`config.mk`:
```
export PLATFORM = sky130hd
export DESIGN_NAME = cas_rx_extract
export DESIGN_NICKNAME = d
export VERILOG_FILES = /design/src/rtl/cas_rx_pkg.sv /design/src/rtl/cas_mf_align.sv /design/src/rtl/cas_sig_store.sv /design/src/rtl/cas_rx_extract.sv
export SDC_FILE = /design/constraint.sdc
export NUM_CORES = 1
export LEC_CHECK = 0
export BUFFER_PORTS_ARGS = -buffer_cell sky130_fd_sc_hd__buf_2
export CELL_PAD_IN_SITES_DETAIL_PLACEMENT = 1
export CELL_PAD_IN_SITES_GLOBAL_PLACEMENT = 1
export CORE_ASPECT_RATIO = 1.2
export CORE_MARGIN = 3
export CORE_UTILIZATION = 50
export DETAILED_ROUTE_END_ITERATION = 10
export MAX_ROUTING_LAYER = met4
export PLACE_DENSITY = 0.81
export SETUP_SLACK_MARGIN = 0.1
export SYNTH_ARGS = -nofsm -noshare
export SYNTH_HDL_FRONTEND = slang
export SYNTH_SLANG_ARGS = --single-unit
```
`constraint.sdc`:
```
create_clock -name clk -period 7.3 [get_ports clk]
set_clock_uncertainty 0.15 [all_clocks]
set_input_delay 1.095 -clock clk [delete_from_list [all_inputs] [get_ports clk]]
set_output_delay 1.095 -clock clk [all_outputs]
set_load 0.01 [all_outputs]
```
`src/rtl/cas_rx_pkg.sv`:
```
package cas_rx_pkg;
  localparam int unsigned FRAMES_PER_MF = 16;
  localparam int unsigned CODE_W        = 4;
  localparam int unsigned SIG_BYTE_W    = 8;
  localparam int unsigned ALARM_POS     = 2;
  localparam int unsigned MISS_LIMIT    = 2;

  typedef enum logic {
    MF_SEARCH = 1'b0,
    MF_LOCKED = 1'b1
  } mf_state_e;
endpackage

```
`src/rtl/cas_mf_align.sv`:
```
module cas_mf_align
  import cas_rx_pkg::*;
#(
  parameter int unsigned FRAMES = FRAMES_PER_MF,
  parameter int unsigned MISSES = MISS_LIMIT,
  localparam int unsigned PH_W  = $clog2(FRAMES),
  localparam int unsigned MS_W  = $clog2(MISSES + 1)
) (
  input  logic                  clk,
  input  logic                  rst_n,
  input  logic                  vld,
  input  logic [SIG_BYTE_W-1:0] byte_in,
  output logic                  locked,
  output logic [PH_W-1:0]       phase,
  output logic                  alarm,
  output logic                  wr_en,
  output logic [PH_W-1:0]       wr_frame
);

  mf_state_e         st_q, st_d;
  logic [PH_W-1:0]   ph_q, ph_d;
  logic [MS_W-1:0]   miss_q, miss_d;
  logic              al_q, al_d;
  logic              prevnz_q, prevnz_d;
  logic [PH_W-1:0]   idx;
  logic              mas_ok;

  assign mas_ok = (byte_in[SIG_BYTE_W-1 -: CODE_W] == '0);
  assign idx    = (ph_q == PH_W'(FRAMES - 1)) ? '0 : ph_q + 1'b1;

  always_comb begin
    st_d     = st_q;
    ph_d     = ph_q;
    miss_d   = miss_q;
    al_d     = al_q;
    prevnz_d = prevnz_q;
    if (vld) begin
      prevnz_d = |byte_in;
      unique case (st_q)
        MF_SEARCH: begin
          if (mas_ok && prevnz_q) begin
            st_d   = MF_LOCKED;
            ph_d   = '0;
            miss_d = '0;
            al_d   = byte_in[ALARM_POS];
          end
        end
        MF_LOCKED: begin
          ph_d = idx;
          if (idx == '0) begin
            if (mas_ok) begin
              miss_d = '0;
              al_d   = byte_in[ALARM_POS];
            end else if (32'(miss_q) + 32'd1 >= MISSES) begin
              st_d   = MF_SEARCH;
              ph_d   = '0;
              miss_d = '0;
            end else begin
              miss_d = miss_q + 1'b1;
            end
          end
        end
        default: st_d = MF_SEARCH;
      endcase
    end
  end

  always_ff @(posedge clk or negedge rst_n) begin
    if (!rst_n) begin
      st_q     <= MF_SEARCH;
      ph_q     <= '0;
      miss_q   <= '0;
      al_q     <= 1'b0;
      prevnz_q <= 1'b0;
    end else if (vld) begin
      st_q     <= st_d;
      ph_q     <= ph_d;
      miss_q   <= miss_d;
      al_q     <= al_d;
      prevnz_q <= prevnz_d;
    end
  end

  assign locked   = (st_q == MF_LOCKED);
  assign phase    = ph_q;
  assign alarm    = al_q;
  assign wr_en    = locked && vld && (idx != '0);
  assign wr_frame = idx;

  // Lock is only taken on a byte carrying the zero alignment nibble
  assert_lock_cause_R2: assert property (@(posedge clk) disable iff (!rst_n)
    $rose(locked) |-> ($past(vld) && $past(byte_in[SIG_BYTE_W-1 -: CODE_W]) == '0));

  // Phase steps by one inside a multiframe while locked
  assert_phase_step_R3: assert property (@(posedge clk) disable iff (!rst_n)
    (locked && vld && phase != PH_W'(FRAMES - 1)) |=> (locked && phase == $past(phase) + 1'b1));

  // Lock can only be lost on a failed frame-0 byte
  assert_loss_at_f0_R8: assert property (@(posedge clk) disable iff (!rst_n)
    $fell(locked) |-> ($past(vld) && $past(phase) == PH_W'(FRAMES - 1)
                       && $past(byte_in[SIG_BYTE_W-1 -: CODE_W]) != '0));

endmodule

```
`src/rtl/cas_sig_store.sv`:
```
module cas_sig_store
  import cas_rx_pkg::*;
#(
  parameter int unsigned FRAMES = FRAMES_PER_MF,
  localparam int unsigned NUM_TS = 2 * FRAMES,
  localparam int unsigned PH_W   = $clog2(FRAMES),
  localparam int unsigned TS_W   = $clog2(NUM_TS)
) (
  input  logic              clk,
  input  logic              rst_n,
  input  logic              we,
  input  logic [PH_W-1:0]   wr_frame,
  input  logic [CODE_W-1:0] wr_hi,
  input  logic [CODE_W-1:0] wr_lo,
  input  logic [TS_W-1:0]   rd_a_idx,
  output logic [CODE_W-1:0] rd_a_data,
  input  logic [TS_W-1:0]   rd_b_idx,
  output logic [CODE_W-1:0] rd_b_data
);

  logic [CODE_W-1:0]        mem [NUM_TS];
  logic [NUM_TS*CODE_W-1:0] mem_flat;

  for (genvar g = 0; g < NUM_TS; g++) begin : g_slot
    localparam int unsigned FRM = g % FRAMES;
    if (FRM == 0) begin : g_none
      assign mem[g] = '0;
    end else begin : g_sig
      logic              en;
      logic [CODE_W-1:0] din;
      logic [CODE_W-1:0] q;
      assign en  = we && (wr_frame == PH_W'(FRM));
      assign din = (g < FRAMES) ? wr_hi : wr_lo;
      always_ff @(posedge clk or negedge rst_n) begin
        if (!rst_n)  q <= '0;
        else if (en) q <= din;
      end
      assign mem[g] = q;
    end
    assign mem_flat[g*CODE_W +: CODE_W] = mem[g];
  end

  assign rd_a_data = mem[rd_a_idx];
  assign rd_b_data = mem[rd_b_idx];

  // Table is frozen whenever no write is presented
  assert_hold_R9: assert property (@(posedge clk) disable iff (!rst_n)
    !we |=> $stable(mem_flat));

endmodule

```
`src/rtl/cas_rx_extract.sv`:
```
module cas_rx_extract
  import cas_rx_pkg::*;
(
  input  logic                  clk,
  input  logic                  rst_n,
  input  logic                  ts16_vld,
  input  logic [SIG_BYTE_W-1:0] ts16_byte,
  input  logic [4:0]            cpu_ts,
  output logic [CODE_W-1:0]     cpu_abcd,
  input  logic [4:0]            tdm_ts,
  output logic [SIG_BYTE_W-1:0] tdm_byte,
  output logic                  mf_locked,
  output logic [3:0]            mf_phase,
  output logic                  far_mf_alarm
);

  localparam int unsigned PH_W = $clog2(FRAMES_PER_MF);

  logic            rst_meta, rst_sync;
  logic            wr_en;
  logic [PH_W-1:0] wr_frame;
  logic [CODE_W-1:0] tdm_code;

  always_ff @(posedge clk or negedge rst_n) begin
    if (!rst_n) begin
      rst_meta <= 1'b0;
      rst_sync <= 1'b0;
    end else begin
      rst_meta <= 1'b1;
      rst_sync <= rst_meta;
    end
  end

  cas_mf_align #(.FRAMES(FRAMES_PER_MF), .MISSES(MISS_LIMIT)) u_align (
    .clk      (clk),
    .rst_n    (rst_sync),
    .vld      (ts16_vld),
    .byte_in  (ts16_byte),
    .locked   (mf_locked),
    .phase    (mf_phase),
    .alarm    (far_mf_alarm),
    .wr_en    (wr_en),
    .wr_frame (wr_frame)
  );

  cas_sig_store #(.FRAMES(FRAMES_PER_MF)) u_store (
    .clk       (clk),
    .rst_n     (rst_sync),
    .we        (wr_en),
    .wr_frame  (wr_frame),
    .wr_hi     (ts16_byte[SIG_BYTE_W-1 -: CODE_W]),
    .wr_lo     (ts16_byte[CODE_W-1:0]),
    .rd_a_idx  (cpu_ts),
    .rd_a_data (cpu_abcd),
    .rd_b_idx  (tdm_ts),
    .rd_b_data (tdm_code)
  );

  assign tdm_byte = {tdm_code, {(SIG_BYTE_W-CODE_W){1'b0}}};

  // Both destinations see the same stored code
  assert_ports_agree_R5: assert property (@(posedge clk) disable iff (!rst_sync)
    (cpu_ts == tdm_ts) |-> (tdm_byte[SIG_BYTE_W-1 -: CODE_W] == cpu_abcd));

endmodule

```
== Word-level counts from Yosys, hierarchy flattened ==
Cells that the tools add are included.

* Magnitude comparators: 3
* Equality and inequality tests: 19
* Add/sub/neg operators: 3
* Bitwise logic cells: 3
* Muxes and demuxes: 26
* Reduce and logical (&&, ||, !) cells: 25

{| class="wikitable"
|+ Operator list
! operator !! count
|-
| binary-select mux 4 bit (select 5 bit) || 2
|-
| == test 4 bit, second input constant || 9
|-
| 2-to-1 mux 4 bit || 9
|-
| greater-or-equal comparator 32 x 2 -> 1 bit, second input constant || 1
|-
| logical AND 1 bit || 18
|-
| == test 4 x 3 -> 1 bit, second input constant || 4
|-
| greater-or-equal comparator 6 bit, second input constant || 2
|-
| NOT 5 -> 6 bit || 2
|-
| == test 4 x 2 -> 1 bit, second input constant || 2
|-
| logical NOT 4 bit || 2
|-
| 2-to-1 mux 2 bit || 4
|-
| case mux 4 bit (2 select lines) || 1
|-
| OR reduction 8 bit || 1
|-
| 2-to-1 mux 1 bit || 7
|-
| adder 4 x 1 -> 4 bit, second input constant || 1
|-
| == test 4 x 1 -> 1 bit, second input constant || 1
|-
| inequality test 2 bit, second input constant || 2
|-
| case mux 1 bit (2 select lines) || 2
|-
| case mux 2 bit (2 select lines) || 1
|-
| AND reduction 4 bit || 1
|-
| nonzero test 4 bit || 1
|-
| adder 2 x 1 -> 3 bit, second input constant || 1
|-
| AND reduction 3 bit || 1
|-
| adder 2 x 1 -> 2 bit, second input constant || 1
|-
| 3 further kinds || 3
|}

* Input bits: 21
* Bits in registers: 131

== Depth between registers and ports, before layout ==
Gate-level depths: netlist of run 1.

* Word-level depth: 6
* Mapped depth: 7

== By module ==
From an unflattened synthesis of run 1, not the netlist that was laid out.

* Cells, all modules: 536
* Area total of the unflattened synthesis: 7298.2 um^2

{| class="wikitable"
|+ By module, submodules not included
! module !! area an instance (um^2) !! times used !! cells each
|-
| cas_sig_store || 6601.3 || 1 || 473
|-
| cas_mf_align || 609.3 || 1 || 55
|-
| cas_rx_extract || 87.6 || 1 || 8
|}

== Worst setup path after synthesis of run 1 ==
OpenSTA, ideal clock, no wires.

* Path kind: in2out
* Start: input port cpu_ts[0]
* End: output port cpu_abcd[2]
* Arrival time: 2.489 ns
* Cell stages on the path: 6
* Slack: 3.566 ns
* Required time: 6.055 ns
* Path buffers: 2
* Path through: buf_4 > buf_2 > or3b_2 > o221ai_1 > nor3_1 > a221oi_1

* Longest elaborated chain between the ends: 4

{| class="wikitable"
|+ Ends and longest elaborated chain
! element !! line !! text
|-
| from (decl) || cas_rx_extract.sv:8 || <nowiki>input logic [4:0] cpu_ts,</nowiki>
|-
| NOT 5 -> 6 bit (implied by the code) || cas_sig_store.sv:43 || <nowiki>assign rd_a_data = mem[rd_a_idx];</nowiki>
|-
| binary-select mux 4 bit (select 5 bit) || cas_sig_store.sv:43 ||
|-
| 2-to-1 mux 4 bit (implied by the code) (2 in a row) || cas_sig_store.sv:43 ||
|-
| to (decl) || cas_rx_extract.sv:9 || <nowiki>output logic [CODE_W-1:0] cpu_abcd,</nowiki>
|}

Every way passes these cells. The select of a mux whose other input is x is not followed.

== Worst setup path after layout of run 1 ==
* Start: input port cpu_ts[1]
* End: output port cpu_abcd[2]

The elaborated chain is that of the path after synthesis.

==> impl_metrics.csv, run 1 <==
group,metric,value,unit
status,run_status,"completed",
layout,num-fill-cells,1433,
critical_path,cp-start-kind,"input port",
layout,ff_latch_area,3280,um2
clocking,clockBufferDepth,2,
synthesis,netlist-cell-type-count,48,
timing,fmax,216,MHz
timing,fin_crit_sh,0.634,
synthesis,synth_edf_count,0,
global_route,grt_pass1_wl,32800,um
floorplanning,coreArea,14400,um2
placed_design,postPlaceCellArea,7570,um2
placed_design,io_buffers,34,
critical_path,cp_max_fo,33,
synthesis,synth_common_cells,"mux2_2 (136), dfrtp_1 (131), mux2i_1 (32), mux4_2 (32), a221oi_1 (19)",
floorplanning,die_x,117,um
floorplanning,io-pin-count,39,
synthesis,synth_top_area_share,0.445,
drt,postRouteAntennaNets,0,
clocking,cts_root_buffer,"clkbuf_16",
layout,postLayoutCellArea,8120,um2
synthesis,synth-seq-cells,131,
layout,multi_input_area,3860,um2
synthesis,syn_inst,552,
layout,nNetsFinal,594,
drt,drtPass1Iterations,4,
synthesis,ys_seq_area_frac,0.445,
drt,dr_wl_met2,11100,um
floorplanning,start_util,0.511,
timing,worstMarginPinSlew,0.944,ns
power,p_leak,3.71,nW
clocking,clkLatencyLatePin,0.42,ns
drt,drt_iter0_drc,361,
clocking,cts.htree.levels,4,
placed_design,place.gp.congestion,0.910,
floorplanning,dieArea,16200,um2
power,power.total,1.90,mW
power,power_density,234,nW/um2
drt,vias,5116,
critical_path,crit_type,"input port to primary output",
global_route,grt-ovfl-total,0,
clocking,cts_hold_buf,0,
synthesis,synth.area.top_cells,"dfrtp_1 (44%), mux2_2 (21%), mux4_2 (9.8%), mux2i_1 (4.3%), a221oi_1 (2.3%)",
layout,layout-drive-gt1-share,0.436,
timing,slew_headroom,0.371,
global_route,antenna_found_initial,0,
timing,fin_ws,2.67,ns
synthesis,synth-async-reset-ratio,1.00,
placed_design,dp_slack,2.73,ns
layout,instances_no_fill,755,
clocking,clkSlewWorstSetupHoldPaths,0.05,ns
clocking,cts_buffers,17,
timing,hold_violations,0,
synthesis,synth_area_per_cell,13.4,um2
placed_design,hpwl,13800,um
flow_run,drv_cap,0,
floorplanning,num_rows,48,
placed_design,dp_cells,723,
critical_path,cp.required,6.05,ns
layout,antennaDiodeCount,0,
floorplanning,die-height,139,um
drt,wl_met1,7970,um
worst_hold_path,hold_class,"flop to flop",
timing,slew_violations,0,
synthesis,synth_top_area_cell,"dfrtp_1",
synthesis,yosysMostFrequentCell,"mux2_2",
drt,vias_per_cell,6.78,
global_route,grt_pass1_vias,5589,
layout,area_growth,10.1,%
timing,rsz0062_at_grt,"no",
timing,min_period,4.63,ns
clocking,cts_num_sinks,131,
drt,routed_wl,20700,um
timing,finalSetupTns,0,ns
clocking,cts_tree,"yes",
clocking,post-cts-setup-buffers,0,
timing,setup_viol,0,
global_route,grt_use_total,0.279,
synthesis,yosysWarningCount,0,
critical_path,end_kind,"primary output",
drt,drc,0,
drt,wl_per_cell,27.5,um
drt,wl_met3,841,um
clocking,cts.repair.resized,0,
synthesis,synth-main-ff-cell,"dfrtp_1",
critical_path,critPathArrivalTime,3.38,ns
synthesis,syn_area,7370,um2
power,irDropWorstVdd,0.174,mV
drt,top_layer_used,"met4",
global_route,grt_start_max_net_pins,73,
-- routing by layer --
layer	vias to the layer above	track usage
li1	2177	-
met1	2731	0.324
met2	158	0.464
met3	50	0.0485
met4	0	0.127
met5	-	-
-- worst paths after layout --
check / start / endpoint / slack [ns] / cells past startpoint
max: cpu_ts[1] / cpu_abcd[2] / 2.67 / 6
min: rst_meta / rst_sync / 0.20 / 0
max reg2reg: u_align.phase[0] / u_store.g_slot[28].g_sig.q[3] / 4.62 / 4
min reg2reg: rst_meta / rst_sync / 0.20 / 0
max in group asynchronous: rst_sync / u_store.g_slot[8].g_sig.q[0] / 5.38 / 1
min in group asynchronous: rst_n / rst_sync / 0.30 / 1
-- power by group --
group          leakage, nW  internal, mW  switching (mW)
clock network        0.275         0.502           0.299
logic                 1.65         0.118           0.136
registers             1.79         0.779          0.0682
total                 3.71          1.40           0.503
-- cells by family after synthesis --
group | synth area share
multiplexers | 0.349
flip-flops | 0.445
other | 0.00102
AO/OA/AOI/OAI | 0.0973
buffers and inverters | 0.0326
AND/OR/NAND/NOR | 0.0653
adder cells (fa/ha/maj) | 0.0102
-- state kept, by name (all words and copies together) (netlist names) --
name                    flops
u_store.g_slot.g_sig.q    120
u_align.phase               4
u_align.miss_q              2
rst_meta                    1
rst_sync                    1
u_align.alarm               1
u_align.locked              1
u_align.prevnz_q            1
-- worst max-delay path, stage by stage --
cell,delay (ns)
buf_2,0.63
nor2b_1,0.56
a221oi_1,0.18
a221o_1,0.30
a221oi_1,0.39
buf_2,0.21
-- placed cells by master (no fill, tap or decap), types with 6 or more instances in the layout --
| cell type | netlist | layout |
|---|---|---|
| a21oi_1 | 8 | 8 |
| a221o_1 | 10 | 10 |
| a221oi_1 | 19 | 19 |
| a31oi_1 | 8 | 8 |
| and3_1 | 6 | 6 |
| buf_2 | 12 | 34 |
| clkbuf_1 | 17 | 6 |
| clkbuf_16 | 0 | 17 |
| dfrtp_1 | 131 | 130 |
| ha_1 | 6 | 6 |
| inv_1 | 6 | 6 |
| mux2_2 | 136 | 136 |
| mux2i_1 | 32 | 32 |
| mux4_2 | 32 | 32 |
| nand2_1 | 7 | 7 |
| nor2_1 | 10 | 10 |
| nor2_2 | 8 | 8 |
| nor2b_1 | 11 | 11 |
| o221ai_1 | 9 | 9 |
-- layout make-up --
type | count | area share
clock buffer | 27 | 0.0620
multi-input combinational | 376 | 0.476
sequential | 131 | 0.404
clock inverter | 5 | 0.00616
timing repair buffer | 35 | 0.0219
tap | 175 | 0.0270
inverter | 6 | 0.00277
-- per-stage QoR --
| step | util | hold WS [ns] |
|---|---|---|
| floorplan | - | 0.181 |
| global placement | 0.525 | 0.188 |
| detailed placement | 0.525 | 0.196 |
| CTS | 0.563 | 0.209 |
| global route | 0.563 | 0.225 |
| finish | 0.563 | 0.204 |
Note: power is estimated with default switching activity, not from simulation.
==> run 2, diff against run 1 <==
--- a/config.mk
+++ b/config.mk
@@ -10,10 +10,10 @@
 export CELL_PAD_IN_SITES_GLOBAL_PLACEMENT = 1
 export CORE_ASPECT_RATIO = 1.2
 export CORE_MARGIN = 3
-export CORE_UTILIZATION = 50
+export CORE_UTILIZATION = 46
 export DETAILED_ROUTE_END_ITERATION = 10
 export MAX_ROUTING_LAYER = met4
-export PLACE_DENSITY = 0.81
+export PLACE_DENSITY = 0.79
 export SETUP_SLACK_MARGIN = 0.1
 export SYNTH_ARGS = -nofsm -noshare
 export SYNTH_HDL_FRONTEND = slang
==> constraint.sdc (replaced) <==
create_clock -name clk -period 3.8 [get_ports clk]
set_clock_uncertainty 0.15 [all_clocks]
set_input_delay 0.57 -clock clk [delete_from_list [all_inputs] [get_ports clk]]
set_output_delay 0.57 -clock clk [all_outputs]
set_load 0.01 [all_outputs]
==> impl_metrics.csv, run 2 (synthesized netlist as in run 1, its figures left out) <==
group,metric,value,unit
layout,nNetsFinal,599,
clocking,cts_num_sinks,131,
layout,mostFrequentLayoutCells,"mux2_2 (136), dfrtp_1 (130), buf_2 (34)",
floorplanning,start_util,0.471,
critical_path,reg2regPathDepth,5,
worst_hold_path,hold-path-endpoint,"rst_sync",
worst_hold_path,min-delay-start,"rst_meta",
timing,fin_crit_sh,0.900,
floorplanning,die_x,122,um
timing,fmax,292,MHz
critical_path,end_kind,"primary output",
drt,routed_wl,20800,um
clocking,clkLatencyLatePin,0.42,ns
worst_hold_path,hold_depth,0,
global_route,grt_start_max_net_pins,77,
timing,slew_violations,0,
placed_design,place.gp.congestion,0.880,
layout,ff_latch_area,3280,um2
power,irDropWorstVdd,0.318,mV
critical_path,cp_max_fo,19,
clocking,cts_tree,"yes",
global_route,grt_use_total,0.258,
drt,wl_met3,938,um
clocking,cts_root_buffer,"clkbuf_16",
clocking,cts_buffers,17,
power,p_int,2.74,mW
clocking,cts.htree.levels,4,
critical_path,ff2ff_setup_slack,1.19,ns
layout,largest_reg_flops,120,
layout,area_growth,12.0,%
timing,worstMarginPinSlew,1.04,ns
critical_path,cp_cell_sequence,"buf_2 > nor2b_1 > a221oi_1 > a221o_1 > a221oi_1 > buf_2",
drt,top_layer_used,"met4",
drt,drtPass1Iterations,4,
layout,instances_no_fill,793,
status,run_status,"completed",
drt,dr_wl_met2,10800,um
drt,wl_met1,8320,um
drt,vias,5128,
layout,final_common_cell,"mux2_2",
placed_design,hpwl,14200,um
power,p_leak,3.75,nW
critical_path,worst-path-buf-inv,2,
placed_design,io_buffers,34,
layout,top_register,"u_store.g_slot.g_sig.q",
power,comb_power_share,0.131,
power,switching_share,0.264,
timing,slew_headroom,0.304,
critical_path,critPathSlowestCell,"nor2b_1",
power,seqPwrFrac,0.433,
critical_path,reg2reg_from,"u_align.phase[0]",
floorplanning,dieArea,17600,um2
drt,wl_per_cell,26.3,um
critical_path,cp_slowest_stage_delay,0.60,ns
timing,rsz0062_at_grt,"no",
drt,drt_iter0_drc,315,
floorplanning,io-pin-count,39,
flow_run,drv_cap,0,
power,p_clk_frac,0.436,
timing,setup_viol,0,
layout,multi_input_area,3860,um2
clocking,clkSlewWorstSetupHoldPaths,0.05,ns
power,p_switching,983,uW
clocking,cts.repair.resized,0,
clocking,clockBufferDepth,2,
drt,vias_per_cell,6.47,
floorplanning,coreArea,15600,um2
drt,postRouteAntennaNets,0,
placed_design,dp_cells,760,
critical_path,cpLargestDelayFamily,"compound AO/OA/AOI/OAI gates",
global_route,grt_pass1_vias,5780,
timing,min_period,3.42,ns
global_route,grt-ovfl-total,0,
global_route,grt_pass1_wl,33200,um
critical_path,cp.required,3.08,ns
layout,antennaDiodeCount,0,
floorplanning,die-height,145,um
timing,finalSetupTns,0,ns
layout,num-fill-cells,1570,
layout,layout-drive-gt1-share,0.448,
timing,hold_violations,0,
worst_hold_path,hold_class,"flop to flop",
drt,drc,0,
floorplanning,num_rows,50,
critical_path,r2r_end,"u_store.g_slot[6].g_sig.q[1]",
critical_path,cp-start-kind,"input port",
critical_path,critPathArrivalTime,2.70,ns
power,power_density,452,nW/um2
critical_path,crit_type,"input port to primary output",
global_route,antenna_found_initial,0,
[run 2: cell types whose count changed in the layout (fill, tap and decap cells not counted)]
| cell | change |
|---|---|
| clkinvlp_4 | +4 |
| clkbuf_1 | -5 |
| dlygate4sd3_1 | +1 |
| clkinv_2 | -2 |
| buf_12 | +1 |
| clkbuf_8 | +3 |
| buf_4 | +3 |
[run 2: what timing repair did]
item	in CTS	in global routing
hold buffers	1	0
endpoints found under the setup margin	0	0
hold endpoints to repair	2	0
buffers inserted	0	0
[run 2: final cells by class]
type                       count  share of cell area
tap                          208              0.0315
inverter                       6             0.00273
clock buffer                  25              0.0637
sequential                   131               0.398
timing repair buffer          40              0.0279
multi-input combinational    376               0.468
clock inverter                 7             0.00849
[run 2: per-stage QoR]
| step | cell area (um2) | power [mW] | hold slack [ns] | utilization | worst slack [ns] |
|---|---|---|---|---|---|
| 6_report | 8260 | 3.73 | 0.200 | 0.528 | 0.380 |
| 5_1_grt | 8260 | 3.88 | 0.226 | 0.528 | 0.276 |
| 3_3_place_gp | 7650 | 2.08 | 0.188 | 0.489 | 0.487 |
| 4_1_cts | 8260 | 3.75 | 0.201 | 0.528 | 0.404 |
| 3_5_place_dp | 7650 | 2.12 | 0.189 | 0.489 | 0.425 |
| 2_1_floorplan | 7380 | 1.95 | 0.124 | - | 1.12 |
[run 2: power groups by stage]
| stage | Sequential (mW) | Combinational, mW | Clock (mW) |
|---|---|---|---|
| after CTS | 1.61 | 0.490 | 1.65 |
| after detailed placement | 1.63 | 0.482 | 0 |
| final | 1.61 | 0.489 | 1.62 |
| after global placement | 1.62 | 0.460 | 0 |
| after floorplan | 1.60 | 0.349 | 0 |
| after global routing | 1.63 | 0.529 | 1.72 |
[run 2: worst max-delay path by stage]
stage | from | end | cells after the start | slack, ns
2_1_floorplan | cpu_ts[0] | cpu_abcd[2] | 6 | 1.12
3_3_place_gp | tdm_ts[1] | tdm_byte[4] | 6 | 0.49
3_5_place_dp | cpu_ts[1] | cpu_abcd[0] | 6 | 0.43
4_1_cts | cpu_ts[1] | cpu_abcd[0] | 6 | 0.40
5_1_grt | cpu_ts[1] | cpu_abcd[0] | 6 | 0.28
6_report | cpu_ts[1] | cpu_abcd[0] | 6 | 0.38
[run 2: routing by layer]
| metal | up-vias | global-route usage |
|---|---|---|
| met5 | - | - |
| met4 | 0 | 0.122 |
| met3 | 55 | 0.0521 |
| met2 | 165 | 0.426 |
| met1 | 2728 | 0.306 |
| li1 | 2180 | - |
